[config.mk]
export PLATFORM = sky130hd
export DESIGN_NAME = sram_burst_sched
export DESIGN_NICKNAME = d
export VERILOG_FILES = /design/src/rtl/sram_sched_pkg.sv /design/src/rtl/sram_sched_ctrl.sv /design/src/rtl/sram_sched_tagq.sv /design/src/rtl/sram_sched_datapath.sv /design/src/rtl/sram_burst_sched.sv
export SDC_FILE = /design/constraint.sdc
export NUM_CORES = 1
export LEC_CHECK = 0
export BUFFER_PORTS_ARGS = -buffer_cell sky130_fd_sc_hd__buf_4
export CORE_UTILIZATION = 53
export CTS_BUF_LIST = sky130_fd_sc_hd__clkbuf_16
export CTS_CLUSTER_DIAMETER = 80
export CTS_CLUSTER_SIZE = 30
export DETAILED_ROUTE_END_ITERATION = 12
export PLACE_DENSITY_LB_ADDON = 0.15
export SYNTH_ARGS = -nofsm -noshare
export SYNTH_HDL_FRONTEND = slang
export SYNTH_SLANG_ARGS = --single-unit
[constraint.sdc]
create_clock -name clk -period 4.45 [get_ports clk]
set_input_delay 0.445 -clock clk [delete_from_list [all_inputs] [get_ports clk]]
set_output_delay 0.445 -clock clk [all_outputs]
set_load 0.01 [all_outputs]
[src/rtl/sram_sched_pkg.sv]
package sram_sched_pkg;

  typedef enum logic [1:0] {
    CMD_NOP = 2'd0,
    CMD_RD  = 2'd1,
    CMD_WR  = 2'd2
  } memCmdE;

  // strobes from control to datapath
  typedef struct packed {
    logic slotFirst;   // first tick of a memory slot
    logic take;        // request handshake at this edge
    logic takeWrite;   // direction of the taken request
  } schedStrobeS;

endpackage

[src/rtl/sram_sched_ctrl.sv]
module sram_sched_ctrl
  import sram_sched_pkg::*;
#(
  parameter int NOP_BASE = 2
) (
  input  logic        clk,
  input  logic        rstN,
  input  logic        reqValid,
  input  logic        reqWrite,
  input  logic        cfgExtraNop,
  input  logic        tagFull,
  output logic        reqReady,
  output schedStrobeS strobe
);

  localparam int NOP_MAX = NOP_BASE + 1;
  localparam int CW      = $clog2(NOP_MAX + 1);

  logic          phase;      // 0: first tick of slot, 1: second tick
  logic          lastRd;     // most recent command was a read
  logic [CW-1:0] idleSlots;  // idle slots since then (saturating)
  logic [CW-1:0] needSlots;
  logic          turnOk;
  logic          take;

  always_ff @(posedge clk) begin
    if (!rstN) phase <= 1'b0;
    else       phase <= ~phase;
  end

  always_comb begin
    needSlots = cfgExtraNop ? CW'(NOP_MAX) : CW'(NOP_BASE);
    turnOk    = !lastRd || (idleSlots >= needSlots);
    reqReady  = phase && !tagFull && (!reqWrite || turnOk);
    take      = reqValid && reqReady;
  end

  // the slot decision is made in the second tick of each slot
  always_ff @(posedge clk) begin
    if (!rstN) begin
      lastRd    <= 1'b0;
      idleSlots <= '0;
    end else if (phase) begin
      if (take) begin
        lastRd    <= !reqWrite;
        idleSlots <= '0;
      end else if (idleSlots != CW'(NOP_MAX)) begin
        idleSlots <= idleSlots + 1'b1;
      end
    end
  end

  assign strobe.slotFirst = !phase;
  assign strobe.take      = take;
  assign strobe.takeWrite = reqWrite;

endmodule

[src/rtl/sram_sched_tagq.sv]
module sram_sched_tagq #(
  parameter int W     = 4,
  parameter int DEPTH = 4
) (
  input  logic         clk,
  input  logic         rstN,
  input  logic         push,
  input  logic [W-1:0] pushTag,
  input  logic         pop,
  output logic [W-1:0] headTag,
  output logic         full
);

  localparam int PW = (DEPTH > 1) ? $clog2(DEPTH) : 1;
  localparam int CW = $clog2(DEPTH + 1);

  logic [W-1:0]  slots [DEPTH];
  logic [PW-1:0] wrPtr, rdPtr;
  logic [CW-1:0] count;

  function automatic logic [PW-1:0] nextPtr(input logic [PW-1:0] p);
    return (p == PW'(DEPTH - 1)) ? '0 : p + 1'b1;
  endfunction

  always_ff @(posedge clk) begin
    if (push) slots[wrPtr] <= pushTag;
  end

  always_ff @(posedge clk) begin
    if (!rstN) begin
      wrPtr <= '0;
      rdPtr <= '0;
      count <= '0;
    end else begin
      if (push) wrPtr <= nextPtr(wrPtr);
      if (pop)  rdPtr <= nextPtr(rdPtr);
      count <= count + CW'(push) - CW'(pop);
    end
  end

  assign headTag = slots[rdPtr];
  assign full    = (count == CW'(DEPTH));

endmodule

[src/rtl/sram_sched_datapath.sv]
module sram_sched_datapath
  import sram_sched_pkg::*;
#(
  parameter int ADDR_W    = 20,
  parameter int DATA_W    = 18,
  parameter int TAG_W     = 4,
  parameter int TAG_DEPTH = 4,
  parameter int LAT_NORM  = 5,
  parameter int LAT_SLOW  = 2
) (
  input  logic                clk,
  input  logic                rstN,
  input  schedStrobeS         strobe,
  input  logic                cfgSlowLat,
  input  logic [ADDR_W-1:0]   reqAddr,
  input  logic [2*DATA_W-1:0] reqWdata,
  input  logic [TAG_W-1:0]    reqTag,
  output logic [1:0]          memCmd,
  output logic [ADDR_W-1:0]   memAddr,
  output logic [DATA_W-1:0]   memWdata,
  output logic                memWdataValid,
  output logic                rdEarly,
  output logic                rdValid,
  output logic                rdLast,
  output logic [TAG_W-1:0]    rdTag,
  output logic                tagFull
);

  localparam int SR_LEN = LAT_NORM + 1;

  memCmdE              cmdQ;
  logic [ADDR_W-1:0]   addrQ;
  logic [2*DATA_W-1:0] wdataQ;
  logic [SR_LEN-1:0]   retSr;    // read flight tracker, one bit per tick
  logic                issueRd;
  logic                wordFirst, wordLast;

  // command registers load at the end of every slot
  always_ff @(posedge clk) begin
    if (!rstN) begin
      cmdQ   <= CMD_NOP;
      addrQ  <= '0;
      wdataQ <= '0;
    end else if (!strobe.slotFirst) begin
      if (strobe.take) begin
        cmdQ   <= strobe.takeWrite ? CMD_WR : CMD_RD;
        addrQ  <= reqAddr;
        wdataQ <= reqWdata;
      end else begin
        cmdQ <= CMD_NOP;
      end
    end
  end

  assign memCmd        = cmdQ;
  assign memAddr       = addrQ;
  assign memWdataValid = (cmdQ == CMD_WR);
  assign memWdata      = strobe.slotFirst ? wdataQ[DATA_W-1:0] : wdataQ[2*DATA_W-1:DATA_W];

  assign issueRd = (cmdQ == CMD_RD) && strobe.slotFirst;

  always_ff @(posedge clk) begin
    if (!rstN) retSr <= '0;
    else       retSr <= {retSr[SR_LEN-2:0], issueRd};
  end

  // tap the tracker at the selected latency
  always_comb begin
    if (cfgSlowLat) begin
      rdEarly   = retSr[LAT_SLOW-2];
      wordFirst = retSr[LAT_SLOW-1];
      wordLast  = retSr[LAT_SLOW];
    end else begin
      rdEarly   = retSr[LAT_NORM-2];
      wordFirst = retSr[LAT_NORM-1];
      wordLast  = retSr[LAT_NORM];
    end
  end

  assign rdValid = wordFirst || wordLast;
  assign rdLast  = wordLast;

  sram_sched_tagq #(
    .W    (TAG_W),
    .DEPTH(TAG_DEPTH)
  ) u_tagq (
    .clk    (clk),
    .rstN   (rstN),
    .push   (strobe.take && !strobe.takeWrite),
    .pushTag(reqTag),
    .pop    (wordLast),
    .headTag(rdTag),
    .full   (tagFull)
  );

endmodule

[src/rtl/sram_burst_sched.sv]
module sram_burst_sched
  import sram_sched_pkg::*;
#(
  parameter int ADDR_W    = 20,
  parameter int DATA_W    = 18,
  parameter int TAG_W     = 4,
  parameter int TAG_DEPTH = 4,
  parameter int NOP_BASE  = 2,
  parameter int LAT_NORM  = 5,
  parameter int LAT_SLOW  = 2
) (
  input  logic                clk,
  input  logic                rstN,
  input  logic                cfgExtraNop,
  input  logic                cfgSlowLat,
  input  logic                reqValid,
  output logic                reqReady,
  input  logic                reqWrite,
  input  logic [ADDR_W-1:0]   reqAddr,
  input  logic [2*DATA_W-1:0] reqWdata,
  input  logic [TAG_W-1:0]    reqTag,
  output logic [1:0]          memCmd,
  output logic [ADDR_W-1:0]   memAddr,
  output logic [DATA_W-1:0]   memWdata,
  output logic                memWdataValid,
  output logic                rdEarly,
  output logic                rdValid,
  output logic                rdLast,
  output logic [TAG_W-1:0]    rdTag
);

  schedStrobeS strobe;
  logic        tagFull;
  logic        slotFirst;

  assign slotFirst = strobe.slotFirst;

  sram_sched_ctrl #(
    .NOP_BASE(NOP_BASE)
  ) u_ctrl (
    .clk        (clk),
    .rstN       (rstN),
    .reqValid   (reqValid),
    .reqWrite   (reqWrite),
    .cfgExtraNop(cfgExtraNop),
    .tagFull    (tagFull),
    .reqReady   (reqReady),
    .strobe     (strobe)
  );

  sram_sched_datapath #(
    .ADDR_W   (ADDR_W),
    .DATA_W   (DATA_W),
    .TAG_W    (TAG_W),
    .TAG_DEPTH(TAG_DEPTH),
    .LAT_NORM (LAT_NORM),
    .LAT_SLOW (LAT_SLOW)
  ) u_dp (
    .clk          (clk),
    .rstN         (rstN),
    .strobe       (strobe),
    .cfgSlowLat   (cfgSlowLat),
    .reqAddr      (reqAddr),
    .reqWdata     (reqWdata),
    .reqTag       (reqTag),
    .memCmd       (memCmd),
    .memAddr      (memAddr),
    .memWdata     (memWdata),
    .memWdataValid(memWdataValid),
    .rdEarly      (rdEarly),
    .rdValid      (rdValid),
    .rdLast       (rdLast),
    .rdTag        (rdTag),
    .tagFull      (tagFull)
  );

endmodule

==> out/qor.csv <==
stage,metric,value,unit
synth,count of synthesis-stage warnings from yosys,0,
route,Vias,3199,
synth,summed instance area of the synthesized netlist,3990,um^2
global_route,number of global-route vias before repair,3130,
clock_network,number of buffers added by the clock tree synthesis step,9,
clock_network,post-CTS setup buffer count,0,
finish,fin nets,561,
setup_path,buffers and inverters on the worst path,1,
floorplan,Placement Rows,31,
pwr,Peak VDD IR,0.0002325,V
finish,share of final-layout standard cells stronger than drive strength 1,0.3204,
setup_path,FF-to-FF setup slack,1830,ps
sta,hold violation total from the final report,0,
synth,sequential cell area fraction in the yosys report,0.5067,
synth,async set or reset register ratio after synthesis,0,
floorplan,chip height,88.77,um
synth,flop and latch count out of synthesis,93,
clock_network,cts hold-fix bufs,0,
clock_network,post-CTS clock slew at the launch and capture registers of the worst setup and hold paths,60,ps
worst_hold_path,kind of path behind the tightest hold check,in -> reg,
synth,count of distinct cell types in the synthesized netlist,34,
setup_path,kind of critical path,reg -> reg,
clock_network,TritonCTS Sinks,93,
sta,relative slew slack,0.1995,
setup_path,cell family with most CP delay,simple AND/OR/NAND/NOR gates,
synth,number of flops mapped to enable cells by yosys,16,
pwr,leak pwr,2.097,nW
setup_path,worst-path cell chain,or3b_1 -> nand3_2 -> buf_4 -> nor2_1 -> ha_1 -> fa_1 -> xnor2_1 -> and2_1,
setup_path,Crit path largest cell delay,430,ps
placement,number of buffer cells added on primary ports,114,
global_route,largest net degree at the start of global routing,76,
setup_path,highest net fanout along the worst path,59,
setup_path,element type at the critical path start,flop,
setup_path,cells on worst reg2reg path,8,
route,number of remaining DRC errors,0,
setup_path,logic depth of the worst setup path including buffers,8,
finish,post-route insts no fill,589,
setup_path,Critical Path Sink Type,flop,
floorplan,I/O pin total,115,
clock_network,clk buf depth,2,
route,number of optimization iterations in the first detailed-route pass,4,
outcome,result of the run,finished clean,
floorplan,Die ar.,7879,um^2
synth,cell with the most instances after synthesis,sky130_fd_sc_hd__dfxtp_1,
route,wire length after detailed routing,8894,um
synth,post-synthesis cell type with the largest combined area,sky130_fd_sc_hd__dfxtp_1,
route,Vias per Instance,5.431,
sta,final setup TNS,0,ps
setup_path,Required @ worst endpoint,4680,ps
synth,average cell area after synthesis,10.15,um^2
synth,synthesized netlist cell count,393,
floorplan,Die W,88.77,um
job,# Max-Cap Violations,0,
sta,peak clock frequency supported by timing,0.3823,GHz
setup_path,worst reg2reg startpoint,u_dp.u_tagq.count[1],
sta,Max Slew Vio Count,0,
global_route,overflow left after global routing,0,
setup_path,critical path arrival,2850,ps
finish,relative area change from synthesis to final layout,28.54,%
finish,Ant. Diodes,0,
sta,post-route clock skew,5.683,ps
clock_network,H-tree depth reported by CTS,3,
sta,final cycle utilization of the critical path,0.5878,
global_route,first-pass GRT wire length,14280,um
synth,leading cell types by count after synthesis,"sky130_fd_sc_hd__dfxtp_1, sky130_fd_sc_hd__nand3_1, sky130_fd_sc_hd__o21ai_0",
placement,routability congestion estimate from global placement,0.7404,
global_route,aggregate global-route resource usage,0.2359,
route,Iter 0 DRT Violations,174,
setup_path,Critical-path top delay cell,sky130_fd_sc_hd__buf_4,
setup_path,crit path from,u_dp.u_tagq.count[1],
synth,cells taking the most area after synthesis,"sky130_fd_sc_hd__dfxtp_1, sky130_fd_sc_hd__edfxtp_1, sky130_fd_sc_hd__a21boi_0, sky130_fd_sc_hd__nand3_1, sky130_fd_sc_hd__o21ai_0",
sta,actual transition at the worst max-transition pin,1198,ps
route,number of antenna-violating nets in the routed design,0,
sta,Setup Viol. Count Final,0,
pwr,Pwr Density,357.2,nW/um^2
setup_path,endpoint of the most critical setup path,u_dp.u_tagq.count[2],
setup_path,worst flop-to-flop path endpoint,u_dp.u_tagq.count[2],
clock_network,"Clk Latency, worst-skew pair",330,ps
floorplan,standard cell core area,7253,um^2
sta,Final Critical Period,2616,ps
clock_network,CTS resizes,0,
synth,number of nets produced by synthesis,469,
synth,Synth top area share,0.3863,
sta,RSZ-0062 raised after global routing,no,
pwr,Final Power,1.832,mW
global_route,initial antenna violation count,0,
route,routed wirelength normalized by instance count,15.10,um
placement,placed cell count,573,
floorplan,initial core utilization,0.5501,
clock_network,TritonCTS clock tree,yes,
clock_network,root buffer cell,sky130_fd_sc_hd__clkbuf_16,
synth,Most used DFF post-synth,sky130_fd_sc_hd__dfxtp_1,
placement,post-detailed-placement half-perimeter wirelength,5623,um
[state kept, by name, summed over array words and instances, names as in the netlist, 3 cells and up, named ones only]
signal and flops:
u_dp.wdataQ 36, u_dp.memAddr 20, u_dp.u_tagq.slots 16, u_dp.retSr 6, u_dp.u_tagq.count 3
[kinds of logic after synthesis]
family / count (synthesis) / synth area share
compound gates: 123 / 0.1944
xor+xnor: 3 / 0.006586
fa+ha+maj: 10 / 0.03324
buf+inv: 44 / 0.04892
flops: 93 / 0.5067
mux: 27 / 0.08624
simple gates: 93 / 0.1239
[report_power, final]
group          switching (mW)  leakage [nW]  internal [mW]
clock                   0.303         0.142          0.427
sequential             0.0142         0.770          0.885
combinational          0.0983          1.19          0.105
total                   0.416          2.10           1.42
[per-stage QoR]
step	hold slack, ps	setup WS [ps]	instance area, um^2	utilization
after floorplan	423.9	2220	3990	-
after global placement	429.9	1946	4846	0.6681
after detailed placement	439.2	1870	4846	0.6681
after CTS	303.6	1854	5129	0.7071
after global routing	305.9	1670	5129	0.7071
final	307.0	1834	5129	0.7071
[layout make-up]
type | instances | area, um^2
Fill cell | 588 | 2125
Clock inverter | 7 | 57.56
Clock buffer | 9 | 225.2
Timing Repair Buffer | 117 | 878.3
Multi-Input combinational cell | 256 | 1792
Inverter | 8 | 30.03
Sequential cell | 93 | 2022
Tap cell | 99 | 123.9
[how the worst min path moves through the flow]
stage | depth (start not counted) | from | to | slack, ps
3_3_place_gp | 1 | u_dp.retSr[3] | u_dp.retSr[4] | 430
4_1_cts | 2 | reqValid | u_ctrl.idleSlots[0] | 300
6_report | 2 | reqValid | u_ctrl.idleSlots[0] | 310
2_1_floorplan | 1 | u_dp.retSr[0] | u_dp.retSr[1] | 420
5_1_grt | 1 | reqTag[0] | u_dp.u_tagq.slots[0][0] | 310
3_5_place_dp | 1 | u_dp.retSr[0] | u_dp.retSr[1] | 440
[metal layers]
layer  up-vias  global-route usage  routed length [um]
met5         -                   0                   0
met4         0             0.08504                  41
met3         4             0.06716                 540
met2        84              0.4007                4415
met1      1530              0.2859                3896
li1       1581                   -                   -
[layout by cell type (no fill, tap or decap), types with 8 or more instances in the layout]
master,count
sky130_fd_sc_hd__nand3_1,57
sky130_fd_sc_hd__o21ai_0,57
sky130_fd_sc_hd__edfxtp_1,16
sky130_fd_sc_hd__ha_1,9
sky130_fd_sc_hd__inv_1,9
sky130_fd_sc_hd__a21boi_1,8
sky130_fd_sc_hd__and2_1,12
sky130_fd_sc_hd__buf_4,117
sky130_fd_sc_hd__dfxtp_1,77
sky130_fd_sc_hd__a21boi_0,50
sky130_fd_sc_hd__mux2_2,19
sky130_fd_sc_hd__clkbuf_16,9
No activity file was read; power rests on OpenSTA's default activity.
